### src/rtl/nr4sdPkg.sv
package nr4sdPkg;

  // Digit variant held in the coefficient table
  typedef enum logic {
    SD_MINUS = 1'b0,   // lower digits in {-2,-1,0,+1}
    SD_PLUS  = 1'b1    // lower digits in {-1,0,+1,+2}
  } sdForm_e;

  // Strobes from control to datapath
  typedef struct packed {
    logic captureIn;   // load operand and coefficient word
    logic captureOut;  // load the finished sum into product
  } mulStrobes_t;

  // Per-digit partial-product selection
  typedef struct packed {
    logic sign;
    logic two;
    logic one;
  } digitCtl_t;

endpackage

### src/rtl/nr4sdPairDecode.sv
module nr4sdPairDecode #(
  parameter nr4sdPkg::sdForm_e FORM = nr4sdPkg::SD_MINUS
) (
  input  logic [1:0]           pair,
  output nr4sdPkg::digitCtl_t  ctl
);

  // pair[1] is the odd-position bit, pair[0] the even-position bit
  generate
    if (FORM == nr4sdPkg::SD_MINUS) begin : gMinus
      // value = -2*pair[1] + pair[0]
      assign ctl.one  = pair[0];
      assign ctl.two  = pair[1] & ~pair[0];
      assign ctl.sign = pair[1];
    end else begin : gPlus
      // value = +2*pair[1] - pair[0]
      assign ctl.one  = pair[0];
      assign ctl.two  = pair[1] & ~pair[0];
      assign ctl.sign = ~pair[1] & pair[0];
    end
  endgenerate

endmodule

### src/rtl/nr4sdClaAdder.sv
module nr4sdClaAdder #(
  parameter int W = 16
) (
  input  logic [W-1:0] addA,
  input  logic [W-1:0] addB,
  output logic [W-1:0] sum
);

  localparam int CW  = W - 1;            // carries needed into bits 1..W-1
  localparam int LVL = (CW > 1) ? $clog2(CW) : 1;

  logic [CW-1:0] groupGen;

  // Kogge-Stone prefix over generate/propagate
  always_comb begin
    logic [CW-1:0] gk, pk, gn, pn;
    gk = addA[CW-1:0] & addB[CW-1:0];
    pk = addA[CW-1:0] ^ addB[CW-1:0];
    for (int l = 0; l < LVL; l++) begin
      for (int i = 0; i < CW; i++) begin
        if (i >= (1 << l)) begin
          gn[i] = gk[i] | (pk[i] & gk[i - (1 << l)]);
          pn[i] = pk[i] & pk[i - (1 << l)];
        end else begin
          gn[i] = gk[i];
          pn[i] = pk[i];
        end
      end
      gk = gn;
      pk = pn;
    end
    groupGen = gk;
  end

  assign sum = (addA ^ addB) ^ {groupGen, 1'b0};

endmodule

### src/rtl/nr4sdCtrl.sv
module nr4sdCtrl (
  input  logic                   clk,
  input  logic                   rst_n,
  input  logic                   inValid,
  output nr4sdPkg::mulStrobes_t  strobes,
  output logic                   outValid
);

  logic stage1Valid;

  always_ff @(posedge clk or negedge rst_n) begin
    if (!rst_n) begin
      stage1Valid <= 1'b0;
      outValid    <= 1'b0;
    end else begin
      stage1Valid <= inValid;
      outValid    <= stage1Valid;
    end
  end

  assign strobes.captureIn  = inValid;
  assign strobes.captureOut = stage1Valid;

  // an accepted request produces a result two edges later
  a_r2_result_follows: assert property (@(posedge clk) disable iff (!rst_n)
    inValid |-> ##2 outValid);

  // no result without a request
  a_r2_no_spurious: assert property (@(posedge clk) disable iff (!rst_n)
    !inValid |-> ##2 !outValid);

endmodule

### src/rtl/nr4sdDatapath.sv
module nr4sdDatapath #(
  parameter int                DATA_W     = 8,
  parameter int                COEF_DEPTH = 16,
  parameter nr4sdPkg::sdForm_e FORM       = nr4sdPkg::SD_MINUS,
  localparam int               ADDR_W     = $clog2(COEF_DEPTH)
) (
  input  logic                   clk,
  input  logic                   rst_n,
  input  nr4sdPkg::mulStrobes_t  strobes,
  input  logic [DATA_W-1:0]      opA,
  input  logic [ADDR_W-1:0]      coefAddr,
  output logic [2*DATA_W-1:0]    product
);

  localparam int N      = DATA_W;
  localparam int K      = N / 2;       // radix-4 digits per coefficient
  localparam int W      = 2 * N;       // product width
  localparam int WORD_W = N + 1;       // stored bits per coefficient

  // Coefficient set
  function automatic logic [N-1:0] coefPattern(input int idx);
    logic [N-1:0] r;
    r = N'(idx * 37 + 11);
    case (idx)
      0: r = {1'b1, {(N-1){1'b0}}};
      1: r = {1'b0, {(N-1){1'b1}}};
      2: r = '0;
      3: r = '1;
      4: r = N'(1);
      5: for (int b = 0; b < N; b++) r[b] = (b % 2 == 0);
      6: for (int b = 0; b < N; b++) r[b] = (b % 2 == 1);
      default: ;
    endcase
    return r;
  endfunction

  // Elaboration-time recoding into the stored word
  function automatic logic [WORD_W-1:0] encodeCoef(input logic [N-1:0] b);
    logic [WORD_W-1:0] w;
    int c, v, t;
    w = '0;
    c = 0;
    for (int j = 0; j < K - 1; j++) begin
      v = 2 * int'(b[2*j+1]) + int'(b[2*j]) + c;
      if (FORM == nr4sdPkg::SD_MINUS) begin
        w[2*j+1 -: 2] = 2'(v % 4);
        c = (v >= 2) ? 1 : 0;
      end else begin
        case (v)
          1:       w[2*j+1 -: 2] = 2'b11;
          2:       w[2*j+1 -: 2] = 2'b10;
          3:       w[2*j+1 -: 2] = 2'b01;
          default: w[2*j+1 -: 2] = 2'b00;
        endcase
        c = (v >= 3) ? 1 : 0;
      end
    end
    t = int'(b[N-2]) - 2 * int'(b[N-1]) + c;
    w[N]   = (t < 0);
    w[N-1] = (t == 2) || (t == -2);
    w[N-2] = (t == 1) || (t == -1);
    return w;
  endfunction

  // Pre-encoded coefficient table
  logic [WORD_W-1:0] romWords [COEF_DEPTH];
  for (genvar i = 0; i < COEF_DEPTH; i++) begin : gRom
    assign romWords[i] = encodeCoef(coefPattern(i));
  end

  // Stage 1 registers
  logic [N-1:0]      aReg;
  logic [WORD_W-1:0] wordReg;

  always_ff @(posedge clk or negedge rst_n) begin
    if (!rst_n) begin
      aReg    <= '0;
      wordReg <= '0;
    end else if (strobes.captureIn) begin
      aReg    <= opA;
      wordReg <= romWords[coefAddr];
    end
  end

  // Digit controls
  nr4sdPkg::digitCtl_t digitCtl [K];

  for (genvar j = 0; j < K; j++) begin : gDigit
    if (j == K - 1) begin : gTop
      assign digitCtl[j] = wordReg[N:N-2];
    end else begin : gLow
      nr4sdPairDecode #(.FORM(FORM)) uDec (
        .pair (wordReg[2*j+1:2*j]),
        .ctl  (digitCtl[j])
      );
    end

    // a digit never selects both magnitudes
    a_r5_digit_exclusive: assert property (@(posedge clk) disable iff (!rst_n)
      $onehot0({digitCtl[j].one, digitCtl[j].two}));

    // a negative digit always has a magnitude
    a_r5_sign_has_mag: assert property (@(posedge clk) disable iff (!rst_n)
      digitCtl[j].sign |-> (digitCtl[j].one | digitCtl[j].two));
  end

  // Partial products and correction row
  logic [W-1:0] ppRow [K];
  logic [W-1:0] cinRow;
  logic [W-1:0] aExt;

  assign aExt = {{(W-N){aReg[N-1]}}, aReg};

  always_comb begin
    logic [W-1:0] mag;
    cinRow = '0;
    for (int j = 0; j < K; j++) begin
      if (digitCtl[j].two)      mag = aExt << 1;
      else if (digitCtl[j].one) mag = aExt;
      else                      mag = '0;
      ppRow[j]    = (mag ^ {W{digitCtl[j].sign}}) << (2 * j);
      cinRow[2*j] = digitCtl[j].sign;
    end
  end

  // Carry-save reduction
  logic [W-1:0] csSum, csCarry;

  always_comb begin
    logic [W-1:0] s, c, r;
    s = cinRow;
    c = '0;
    for (int j = 0; j < K; j++) begin
      r = ppRow[j];
      {s, c} = {s ^ c ^ r, ((s & c) | (s & r) | (c & r)) << 1};
    end
    csSum   = s;
    csCarry = c;
  end

  logic [W-1:0] finalSum;

  nr4sdClaAdder #(.W(W)) uCla (
    .addA (csSum),
    .addB (csCarry),
    .sum  (finalSum)
  );

  always_ff @(posedge clk or negedge rst_n) begin
    if (!rst_n)                  product <= '0;
    else if (strobes.captureOut) product <= finalSum;
  end

endmodule

### src/rtl/nr4sdCoefMul.sv
module nr4sdCoefMul #(
  parameter int                DATA_W     = 8,
  parameter int                COEF_DEPTH = 16,
  parameter nr4sdPkg::sdForm_e FORM       = nr4sdPkg::SD_MINUS,
  localparam int               ADDR_W     = $clog2(COEF_DEPTH)
) (
  input  logic                  clk,
  input  logic                  rst_n,
  input  logic                  inValid,
  input  logic [DATA_W-1:0]     opA,
  input  logic [ADDR_W-1:0]     coefAddr,
  output logic                  outValid,
  output logic [2*DATA_W-1:0]   product
);

  nr4sdPkg::mulStrobes_t strobes;

  nr4sdCtrl uCtrl (
    .clk      (clk),
    .rst_n    (rst_n),
    .inValid  (inValid),
    .strobes  (strobes),
    .outValid (outValid)
  );

  nr4sdDatapath #(
    .DATA_W     (DATA_W),
    .COEF_DEPTH (COEF_DEPTH),
    .FORM       (FORM)
  ) uDp (
    .clk      (clk),
    .rst_n    (rst_n),
    .strobes  (strobes),
    .opA      (opA),
    .coefAddr (coefAddr),
    .product  (product)
  );

  // the product only moves on a delivery cycle
  a_r8_hold_when_idle: assert property (@(posedge clk) disable iff (!rst_n)
    !outValid |-> $stable(product));

endmodule

### config.mk
export PLATFORM = sky130hd
export DESIGN_NAME = nr4sdCoefMul
export DESIGN_NICKNAME = d
export VERILOG_FILES = /design/src/rtl/nr4sdPkg.sv /design/src/rtl/nr4sdPairDecode.sv /design/src/rtl/nr4sdClaAdder.sv /design/src/rtl/nr4sdCtrl.sv /design/src/rtl/nr4sdDatapath.sv /design/src/rtl/nr4sdCoefMul.sv
export SDC_FILE = /design/constraint.sdc
export NUM_CORES = 1
export LEC_CHECK = 0
export BUFFER_PORTS_ARGS = -buffer_cell sky130_fd_sc_hd__buf_2
export CORE_MARGIN = 2
export CORE_UTILIZATION = 66
export DETAILED_ROUTE_END_ITERATION = 10
export PLACE_DENSITY_LB_ADDON = 0.15
export SYNTH_ARGS = -nofsm -noshare
export SYNTH_HDL_FRONTEND = slang
export SYNTH_SLANG_ARGS = --single-unit
### constraint.sdc
create_clock -name clk -period 10.3 [get_ports clk]
set_clock_uncertainty 0.2 [all_clocks]
set_input_delay 1.03 -clock clk [delete_from_list [all_inputs] [get_ports clk]]
set_output_delay 1.03 -clock clk [all_outputs]
set_load 0.1 [all_outputs]
## Word level (Yosys, flattened, before mapping)

Memory sizes are Yosys's and may differ from the RTL's. A register that Yosys moved wholly into a read port is not among the register bits.
Cells that the tools add are included.

| word-level totals | value |
|---|---|
| bits in registers | 26 |
| ROM bits | 144 |
| bits of input ports | 15 |
| output and inout bits | 17 |
| memories | 1 |

| operators by class | value |
|---|---|
| muxes and demuxes | 8 |
| bitwise operators | 159 |
| reductions and logical operators | 1 |

Memories:

| memory | words | bits a word | rd ports | clocked after memory_dff | write ports | line | RTL |
|---|---|---|---|---|---|---|---|
| (no name shown) | 16 | 9 | 1 | 1 | 0 | nr4sdDatapath.sv:81 | `wordReg <= romWords[coefAddr];` |

Operators by type and width:

| operator | number |
|---|---|
| AND 15 bit | 10 |
| XOR 16 bit | 9 |
| bitwise OR 15 bit | 6 |
| AND 1 bit | 79 |
| bitwise OR 1 bit | 45 |
| 2-to-1 mux 16 bit | 2 |
| 2-to-1 mux 14 bit | 2 |
| 2-to-1 mux 12 bit | 2 |
| 2-to-1 mux 10 bit | 2 |
| XOR 7 x 16 -> 16 bit | 1 |
| AND 7 x 15 -> 15 bit | 1 |
| XOR 15 bit | 1 |
| XOR 14 bit | 1 |
| XOR 12 bit | 1 |
| XOR 10 bit | 1 |
| inverter 4 -> 5 bit | 1 |
| inverter 1 bit | 3 |
| logical NOT 1 bit | 1 |

## Depth between registers and ports, before layout

Gate-level depths: netlist (run 1).

| depth | value |
|---|---|
| depth in word-level cells | 23 |
| depth in mapped cells | 16 |
| depth with buffers taken out | 15 |

## Modules after synthesis

A second synthesis (run 1) with hierarchy kept.

| unflattened totals | value |
|---|---|
| cells, all modules | 420 |
| area, all modules | 3873.7 µm² |

Modules (own cells, without submodules):

| module | instances | cells each | area an instance (µm²) | sequential area each (µm²) |
|---|---|---|---|---|
| nr4sdDatapath | 1 | 304 | 2969.1 | 825.8 |
| nr4sdClaAdder | 1 | 103 | 753.2 | 0.0 |
| nr4sdPairDecode | 3 | 3 | 28.8 | 0.0 |
| nr4sdCtrl | 1 | 4 | 65.1 | 50.0 |

## Worst setup path after synthesis (run 1)

No wires, ideal clock.

| path | value |
|---|---|
| path type | reg2reg |
| start point | register uDp.wordReg[0] |
| end point | register uDp.product[12] |
| library setup time | 68 ps |
| arrival time | 3842 ps |
| data required time | 10032 ps |
| path slack | 6189 ps |
| cell stages (with the launch flop) | 15 |
| path buffers | 2 |
| period minus slack after synthesis | 4111 ps |
| path through | dfrtp_1 clkbuf_1 clkbuf_1 a21oi_1 ha_1 fa_1 fa_1 inv_1 fa_1 inv_1 ha_1 o21ai_0 o21a_1 or3_1 nand3_1 |

| on the way | value |
|---|---|
| longest elaborated chain between the ends | 23 |

Ends and longest elaborated chain:

| element | line | RTL |
|---|---|---|
| from (decl) | nr4sdDatapath.sv:73 | `logic [WORD_W-1:0] wordReg;` |
| inverter 1 bit | nr4sdPairDecode.sv:13 | `assign ctl.two = pair[1] & ~pair[0];` |
| AND 1 bit | nr4sdPairDecode.sv:13 |  |
| 2-to-1 mux 16 bit * | nr4sdDatapath.sv:118 | `if (digitCtl[j].two) mag = aExt << 1;` |
| XOR 16 bit * | nr4sdDatapath.sv:121 | `ppRow[j] = (mag ^ {W{digitCtl[j].sign}}) << (2 * j);` |
| XOR 7 x 16 -> 16 bit / AND 7 x 15 -> 15 bit (equally long branches) | nr4sdDatapath.sv:135 | `{s, c} = {s ^ c ^ r, ((s & c) \| (s & r) \| (c & r)) << 1};` |
| AND 15 bit | nr4sdDatapath.sv:135 |  |
| bitwise OR 15 bit (2 in a row) | nr4sdDatapath.sv:135 |  |
| AND 15 bit | nr4sdDatapath.sv:135 |  |
| [... 5 more ...] | -- |  |
| XOR 15 bit / AND 15 bit (equally long branches) | nr4sdClaAdder.sv:18, nr4sdClaAdder.sv:17 |  |
| AND 1 bit | nr4sdClaAdder.sv:22 | `gn[i] = gk[i] \| (pk[i] & gk[i - (1 << l)]);` |
| bitwise OR 1 bit | nr4sdClaAdder.sv:22 |  |
| AND 1 bit | nr4sdClaAdder.sv:22 |  |
| bitwise OR 1 bit | nr4sdClaAdder.sv:22 |  |
| AND 1 bit | nr4sdClaAdder.sv:22 |  |
| bitwise OR 1 bit (2 in a row) | nr4sdClaAdder.sv:22 |  |
| XOR 16 bit * | nr4sdClaAdder.sv:35 | `assign sum = (addA ^ addB) ^ {groupGen, 1'b0};` |
| to (signal assigned) | nr4sdDatapath.sv:151 | `else if (strobes.captureOut) product <= finalSum;` |
| to (decl) | nr4sdDatapath.sv:12 | `output logic [2*DATA_W-1:0] product` |

Mark *: on every way between the ends. The rest lies on a longest branch, timed or not.
A chain may end at the register's enable or synchronous reset.

## Worst setup path in the final report (run 1)

| path | value |
|---|---|
| start point | register uDp.wordReg[1] |
| end point | register uDp.product[11] |

| on the way | value |
|---|---|
| longest elaborated chain between the ends | 22 |

Ends and longest elaborated chain:

| element | line |
|---|---|
| AND 1 bit | nr4sdPairDecode.sv:13 |
| 2-to-1 mux 16 bit | nr4sdDatapath.sv:118 |
| XOR 16 bit | nr4sdDatapath.sv:121 |
| XOR 7 x 16 -> 16 bit / AND 7 x 15 -> 15 bit (equally long branches) | nr4sdDatapath.sv:135 |
| AND 15 bit | nr4sdDatapath.sv:135 |
| bitwise OR 15 bit (2 in a row) | nr4sdDatapath.sv:135 |
| AND 15 bit | nr4sdDatapath.sv:135 |
| bitwise OR 15 bit (2 in a row) | nr4sdDatapath.sv:135 |
| [... 3 more ...] | -- |
| XOR 15 bit / AND 15 bit (equally long branches) | nr4sdClaAdder.sv:18, nr4sdClaAdder.sv:17 |
| AND 1 bit | nr4sdClaAdder.sv:22 |
| bitwise OR 1 bit | nr4sdClaAdder.sv:22 |
| AND 1 bit | nr4sdClaAdder.sv:22 |
| bitwise OR 1 bit | nr4sdClaAdder.sv:22 |
| AND 1 bit | nr4sdClaAdder.sv:22 |
| bitwise OR 1 bit (2 in a row) | nr4sdClaAdder.sv:22 |
| XOR 16 bit * | nr4sdClaAdder.sv:35 |

Marks and branches as above.

==> out/results.tsv, run 1 <==
metric	value	unit
outcome	finished, final reports clean	
synth_xor_area_frac	0.0816	
wire_per_inst	14.2	um
grt.met1_usage	0.321	
antenna_left	0	
cts_tree	done	
vias_per_cell	5.80	
netlist.area_leader.share	0.247	
track_usage	0.248	
cp_slowest_cell	dfrtp_1	
grt_max_degree	36	
path_max_fanout	19	
cts-root-buf	clkbuf_8	
grt.busiest_layer	met2	
drc	0	
async_reset_ff_frac	1.00	
cts_buffer_depth	2	
yosys-top-cells-area	dfrtp_1, ha_1, fa_1	
drive_gt1_frac	0.147	
syn_avg_cell_area	8.83	um2
coreArea	5140	um2
min_path_type	register to register	
grt_pass1_wl	12200	um
synth_top_area_cell	dfrtp_1	
area_growth	5.76	%
postSynthCellCount	401	
gp_congestion	0.897	
antenna_found_initial	0	
yosysSeqAreaShare	0.247	
rsz0062_at_grt	false	
dieArea	5970	um2
synth_fp_nets	471	
clk_latency	290	ps
row_count	26	
r2r-start	uDp.wordReg[1]	
num_vias	2773	
required	10290	ps
first_pass_iters	4	
max_freq	0.224	GHz
period_minus_slack	4450	ps
drv_slew	0	
synth_fa_ha_area_frac	0.237	
grt_use_met2	0.430	
cts_max_level	2	
layout.nets	477	
utilization	0.729	
holdCritStartpoint	uDp.product[1]	
critPathLaunch	uDp.wordReg[1]	
cts.sinks	35	
crit_type	register to register	
antenna_cells	0	
drt_wl_total	6790	um
slew_headroom	0.320	
grt_use_met3	0.0412	
grt_pass1_vias	2717	
maxCapViolations	0	
dr.first_iter.drc_count	127	
synth_compound_area_frac	0.211	
io_pins	32	
synth_warnings	0	
ff2ff_path_depth	13	
synth_cell_types	44	
start_util	0.689	
startpoint_type	register	
fp.dieH	77.3	um
min_path_cells	1	
crit_path_frequent_cell	fa_1	
synth_seq_cells	35	
synthSimpleGateAreaFrac	0.0964	
holdBufCountCts	0	
path_clk_slew	80	ps
crit_arrival	4450	ps
gr-total-overflow	0	
die_w	77.3	um
slowest_delay	800	ps
hpwl	5180	um
endpoint_kind	register	
synth_top_family_by_area	adder cells	
cts-resized-gates	0	
post_cts_buffers	0	
numCtsBuffers	5	
synth_edf_count	0	
tns	0	ps
setup-violations-final	0	
portBuffers	31	
syn-cell-area	3540	um2
tightest_slew	1020	ps
synth_mux_area_frac	0.0523	
post-route-period-util	0.433	
synthFlopType	dfrtp_1	
final-hold-violation-count	0	
critical_path.cell_chain	xnor2_1 > a21oi_1 > ha_1 > fa_1 > fa_1 > inv_1 > fa_1 > inv_1 > ha_1 > o211ai_1 > o211ai_2 > nand3_1 > a31o_2	
## worst max-delay path: cells and delay by family (launching register included)
| kind | cells | cell delay (ps) |
|---|---|---|
| AO/OA/AOI/OAI | 4 | 810 |
| XOR/XNOR | 1 | 190 |
| adder cells (fa/ha/maj) | 5 | 2140 |
| buffers and inverters | 2 | 90 |
| flip-flops | 1 | 800 |
| AND/OR/NAND/NOR | 1 | 110 |
## registers in the layout, indices dropped and copies added, names as in the netlist
register / flops
uDp.product: 16
uCtrl.stage1Valid: 1
uDp.wordReg: 9
uCtrl.outValid: 1
uDp.aReg: 8
## stage by stage
step,instance area [um2],hold slack [ps],setup slack [ps],std cells
after global routing,3750,326,5610,478
after global placement,3650,284,5960,470
after CTS,3750,307,5840,478
after detailed placement,3650,291,5840,470
after floorplan,3540,217,6190,401
final,3750,304,5850,478
## routing by layer
| layer | up-vias | share of wire |
|---|---|---|
| met5 | - | 0 |
| met4 | 0 | 0.0059 |
| met3 | 6 | 0.046 |
| met2 | 68 | 0.50 |
| met1 | 1323 | 0.45 |
| li1 | 1376 | - |
## worst paths after layout
check | to | slack, ps
max in group asynchronous | uDp.product[3] | 8790
min in group asynchronous | uDp.product[13] | 600
setup / recovery | uDp.product[11] | 5850
hold / removal | uDp.product[1] | 300
hold reg to reg | uDp.product[1] | 300
setup reg to reg | uDp.product[11] | 5850
## area by class of cell
class | count | area, um2
multi-input cells | 300 | 2400
clock buffers | 8 | 100
well taps | 70 | 87.6
flip-flops and latches | 35 | 876
repair buffers | 31 | 155
inverters | 34 | 128
fillers | 429 | 1390
## Yosys cell counts, drive strengths merged (5+ instances only)
cell and instances:
xnor2 27, nor2b 6, xor2 6, nor2 17
fa 20, ha 35, a21oi 51, dfrtp 35
a22oi 9, mux2 12, inv 34, mux2i 5
clkbuf 17, o211ai 8, nand2 34, buf 15
o21ai 26, a21o 6
## cell families after synthesis
kind of cell    after synthesis
fa+ha+maj                    55
flops                        35
compound gates              120
buf+inv                      66
simple gates                 75
xor+xnor                     33
mux                          17
## cells in the final DEF (no fill, tap or decap), types with 2 or more instances in the layout
cell	synthesis	final
a21oi_1	50	50
ha_1	35	35
dfrtp_1	35	35
inv_1	34	34
nand2_1	34	34
buf_2	14	31
xnor2_1	27	27
o21ai_0	26	26
fa_1	20	20
nor2_1	17	17
mux2_2	12	12
a22oi_1	9	9
clkbuf_8	0	7
xor2_1	6	6
nor2b_1	6	6
o211ai_1	6	6
a21o_1	5	5
mux2i_1	5	5
o21a_1	4	4
nand4_1	4	4
nand2b_1	4	4
nand3_1	4	4
a31oi_1	3	3
a211oi_1	2	2
a211oi_2	2	2
o22ai_1	2	2
o211ai_2	2	2
Power of run 1 is not shown: default switching activity piles up to over one toggle a cycle in this logic, so the estimate is an artifact.
==> run 2: changes to the inputs <==
- CORE_UTILIZATION: 66 -> 55
- clock period: 10.3 -> 3.8 ns (I/O delays scaled with it)
==> out/results.tsv, run 2 (synthesis gave the netlist of run 1 again) <==
metric	value	unit	change
holdCritStartpoint	opA[6]		
max_flop_register	uDp.product		
grt_max_degree	36		unchanged
gp_congestion	0.898		+0.17%
final-hold-violation-count	0		unchanged
grt_pass1_vias	3001		+10%
final_common_cell	buf_4		
worst_hold_slack	87.9	ps	-216 ps
max_freq	0.254	GHz	+13%
gr-total-overflow	0		unchanged
cts_buffer_depth	2		unchanged
setup-violations-final	8		+8
maxCapViolations	0		unchanged
dieArea	7100	um2	+19%
r2r-start	uDp.wordReg[1]		
hpwl	5750	um	+11%
drt_wl_total	7940	um	+17%
post-route-period-util	1.04		+0.603
slew_headroom	0.445		+0.125
die_w	84.3	um	+9.0%
cts_tree	done		
fp.dieH	84.3	um	+9.0%
tightest_slew	833	ps	-188 ps
finalInstanceArea	4400	um2	+17%
min_path_type	primary input to register		
violations	negative setup slack		
dr.first_iter.drc_count	96		-24%
critPathLaunch	uDp.wordReg[1]		
cts.sinks	35		unchanged
antenna_cells	0		unchanged
cts_max_level	2		unchanged
coreArea	6280	um2	+22%
drc	0		unchanged
path_clk_slew	80	ps	about the same
worst_slack	-133	ps	-5980 ps
crit_type	register to register		
regToRegSetupSlack	-130	ps	-5980 ps
rsz0062_at_grt	true		
ff2ff_path_depth	16		+3
reg.largest.list	uDp.product x16, uDp.wordReg x9, uDp.aReg x8		
cts-root-buf	clkbuf_8		
placed_cell_area	4030	um2	+11%
clk_latency	290	ps	about the same
final_cell_mix	buf_4, a21oi_1, nand2_1		
row_count	29		+12%
numCtsBuffers	5		unchanged
crit_arrival	3900	ps	-550 ps
endpoint_kind	register		
worstSetupEndpoint	uDp.product[8]		
outcome	finished with violations		
io_pins	32		unchanged
largest_reg_flops	16		unchanged
start_util	0.564		-0.125
startpoint_type	register		
portBuffers	31		unchanged
num_vias	3011		+8.6%
antenna_found_initial	0		unchanged
grt_pass1_wl	13300	um	+9.1%
wire_per_inst	14.8	um	+4.4%
layout.nets	527		+10%
path_max_fanout	6		-13
first_pass_iters	4		unchanged
track_usage	0.228		-0.0201
drv_slew	0		unchanged
drive_gt1_frac	0.334		+0.187
area_growth	24.2	%	
antenna_left	0		unchanged
r2r-end	uDp.product[8]		
period_minus_slack	3930	ps	-522 ps
vias_per_cell	5.63		-3.0%
required	3760	ps	-6530 ps
[run 2: changes by cell type in the layout (fill, tap and decap cells not counted), moves of 5 or more]
| cell | before | now |
|---|---|---|
| a21oi_1 | 50 | 38 |
| a21oi_2 | 1 | 11 |
| buf_4 | 0 | 46 |
| dfrtp_1 | 35 | 30 |
| dfrtp_2 | 0 | 5 |
| ha_1 | 35 | 25 |
| ha_4 | 0 | 8 |
| xnor2_1 | 27 | 22 |
[run 2: stage by stage]
stage / worst slack (ps) / setup TNS (ps) / std cells / util
after floorplan: 0.944 / 0 / 401 / -
after global placement: -120 / -604 / 521 / 0.643
after detailed placement: -196 / -1030 / 521 / 0.643
after CTS: -87.9 / -256 / 534 / 0.681
after global routing: -319 / -1960 / 535 / 0.701
final: -133 / -661 / 535 / 0.701
[run 2: what timing repair did]
| item | CTS | global route |
|---|---|---|
| hold buffers | 1 | 0 |
| setup buffers | 4 | 2 |
| pin swaps | 14 | 21 |
| hold endpoints to repair | 8 | 0 |
| endpoints found under the setup margin | 8 | 9 |
| gates resized for setup | 20 | 27 |
[run 2: layout make-up]
type,instances,area [um2]
Multi-Input combinational cell,300,2650
Fill cell,478,1880
Sequential cell,35,882
Timing Repair Buffer,81,548
Inverter,34,128
Clock buffer,8,100
Tap cell,77,96.3
[run 2: worst min-delay path by stage]
| stage | endpoint | slack, ps | cells after the start |
|---|---|---|---|
| CTS | uDp.aReg[7] | 80 | 3 |
| detailed placement | uDp.product[7] | 290 | 1 |
| floorplan | uCtrl.outValid | -120 | 0 |
| global route | uDp.aReg[1] | 120 | 3 |
| global placement | uDp.product[5] | 280 | 1 |
| finish | uDp.aReg[6] | 90 | 3 |
[run 2: worst max-delay path: stages, from the launching register on]
cell,delay [ps]
dfrtp_2,480
buf_6,150
buf_8,120
xnor2_4,140
a21oi_2,90
ha_2,200
fa_2,390
inv_2,60
fa_1,420
inv_2,80
ha_4,190
ha_4,160
fa_2,390
buf_4,150
a21o_2,200
a211oi_1,270
o22ai_1,120
[run 2: layer usage]
| layer | wire, um | global-route usage | up-vias | part of all wire |
|---|---|---|---|---|
| met4 | 167 | 0.0689 | 0 | 0.021 |
| met1 | 3520 | 0.289 | 1440 | 0.44 |
| met2 | 4040 | 0.404 | 58 | 0.51 |
| li1 | - | - | 1498 | - |
| met5 | 0 | 0 | - | 0 |
| met3 | 215 | 0.0315 | 15 | 0.027 |
Power of run 2 is left out for the same reason.
==> run 3: changes to the inputs <==
- RECOVER_POWER: unset -> 100
==> out/results.tsv, run 3 (synthesis gave the netlist of run 1 again) <==
metric	value	unit	change
area_growth	23.5	%	
rsz0062_at_grt	true		
drive_gt1_frac	0.293		-0.0415
antenna_cells	0		unchanged
numCtsBuffers	5		unchanged
crit_arrival	3900	ps	about the same
grt_pass1_wl	13300	um	unchanged
slew_headroom	-0.239		-0.684
cts.sinks	35		unchanged
vias_per_cell	5.65		+0.37%
path_clk_slew	80	ps	about the same
post-route-period-util	1.04		about the same
start_util	0.564		unchanged
cts_max_level	2		unchanged
worst_slack	-135	ps	-1.99 ps
outcome	finished with violations		
dr.first_iter.drc_count	99		+3.1%
n_fill_cell	492		+2.9%
wire_per_inst	14.8	um	about the same
max_freq	0.254	GHz	about the same
finalInstanceArea	4380	um2	-0.54%
path_max_fanout	6		unchanged
grt_pass1_vias	3001		unchanged
coreArea	6280	um2	unchanged
gr-total-overflow	0		unchanged
endpoint_kind	register		
min_path_type	primary input to register		
crit_type	register to register		
drc	0		unchanged
final_cell_mix	buf_4, a21oi_1, nand2_1		
setup-violations-final	8		unchanged
tns	-637	ps	+23.5 ps
drv_slew	36		+36
layout.nets	527		unchanged
period_minus_slack	3940	ps	+1.99 ps
violations	max-capacitance violations, max-slew violations, negative setup slack		
row_count	29		unchanged
maxCapViolations	1		+1
gp_congestion	0.898		unchanged
portBuffers	31		unchanged
fp.dieH	84.3	um	unchanged
place_ws	-196	ps	unchanged
clk_latency	290	ps	about the same
grt_max_degree	36		unchanged
antenna_found_initial	0		unchanged
cts_buffer_depth	2		unchanged
num_vias	3022		+0.37%
io_pins	32		unchanged
die_w	84.3	um	unchanged
dieArea	7100	um2	unchanged
antenna_left	0		unchanged
cts-root-buf	clkbuf_8		
final_common_cell	buf_4		
hpwl	5750	um	unchanged
largest_reg_flops	16		unchanged
max_flop_register	uDp.product		
drt_wl_total	7940	um	about the same
tightest_slew	1860	ps	+1030 ps
startpoint_type	register		
cts_tree	done		
first_pass_iters	4		unchanged
placed_cell_area	4030	um2	unchanged
final-hold-violation-count	0		unchanged
track_usage	0.228		unchanged
reg.largest.list	uDp.product x16, uDp.wordReg x9, uDp.aReg x8		
required	3760	ps	about the same
[run 3: through the flow]
stage,hold WS (ps),cells,utilization
after CTS,78.3,534,0.681
after detailed placement,291,521,0.643
after floorplan,-116,401,-
after global placement,284,521,0.643
final,88.2,535,0.697
after global routing,117,535,0.697
[run 3: cell type report]
cell class | instances | area [um2] | area share
inverters | 34 | 128 | 0.0292
well taps | 77 | 96.3 | 0.0220
clock buffers | 8 | 100 | 0.0229
flip-flops and latches | 35 | 882 | 0.202
repair buffers | 81 | 524 | 0.120
multi-input cells | 300 | 2650 | 0.605
[run 3: path summary, 6_finish.rpt]
| check | to | slack, ps | cells past startpoint | from |
|---|---|---|---|---|
| worst max-delay path | uDp.product[8] | -140 | 16 | uDp.wordReg[1] |
| worst min-delay path | uDp.aReg[6] | 90 | 3 | opA[6] |
| worst max register to register | uDp.product[8] | -140 | 16 | uDp.wordReg[1] |
| worst min register to register | uDp.product[1] | 310 | 1 | uDp.product[1] |
| max in group asynchronous | uDp.wordReg[0] | 1260 | 2 | rst_n |
| min in group asynchronous | uDp.product[15] | 920 | 2 | rst_n |
[run 3: timing repair]
action / in CTS / in global routing
hold endpoints to repair: 8 / 0
gates resized for setup: 20 / 27
hold buffers: 1 / 0
pin swaps: 14 / 21
setup endpoints to repair: 8 / 9
buffers inserted: 4 / 2
[run 3: per-layer routing]
layer,wire length [um],global-route usage
met5,0,0
met3,221,0.0315
met1,3510,0.289
met2,4030,0.404
met4,179,0.0689
[run 3: critical path: stages, from the launching register on]
cell,delay (ps)
dfrtp_2,480
buf_6,150
buf_8,120
xnor2_4,140
a21oi_2,90
ha_2,200
fa_2,390
inv_2,60
fa_1,420
inv_2,80
ha_4,190
ha_4,160
fa_2,390
buf_4,150
a21o_2,200
a211oi_1,270
o22ai_1,120
Power of run 3 is left out for the same reason.
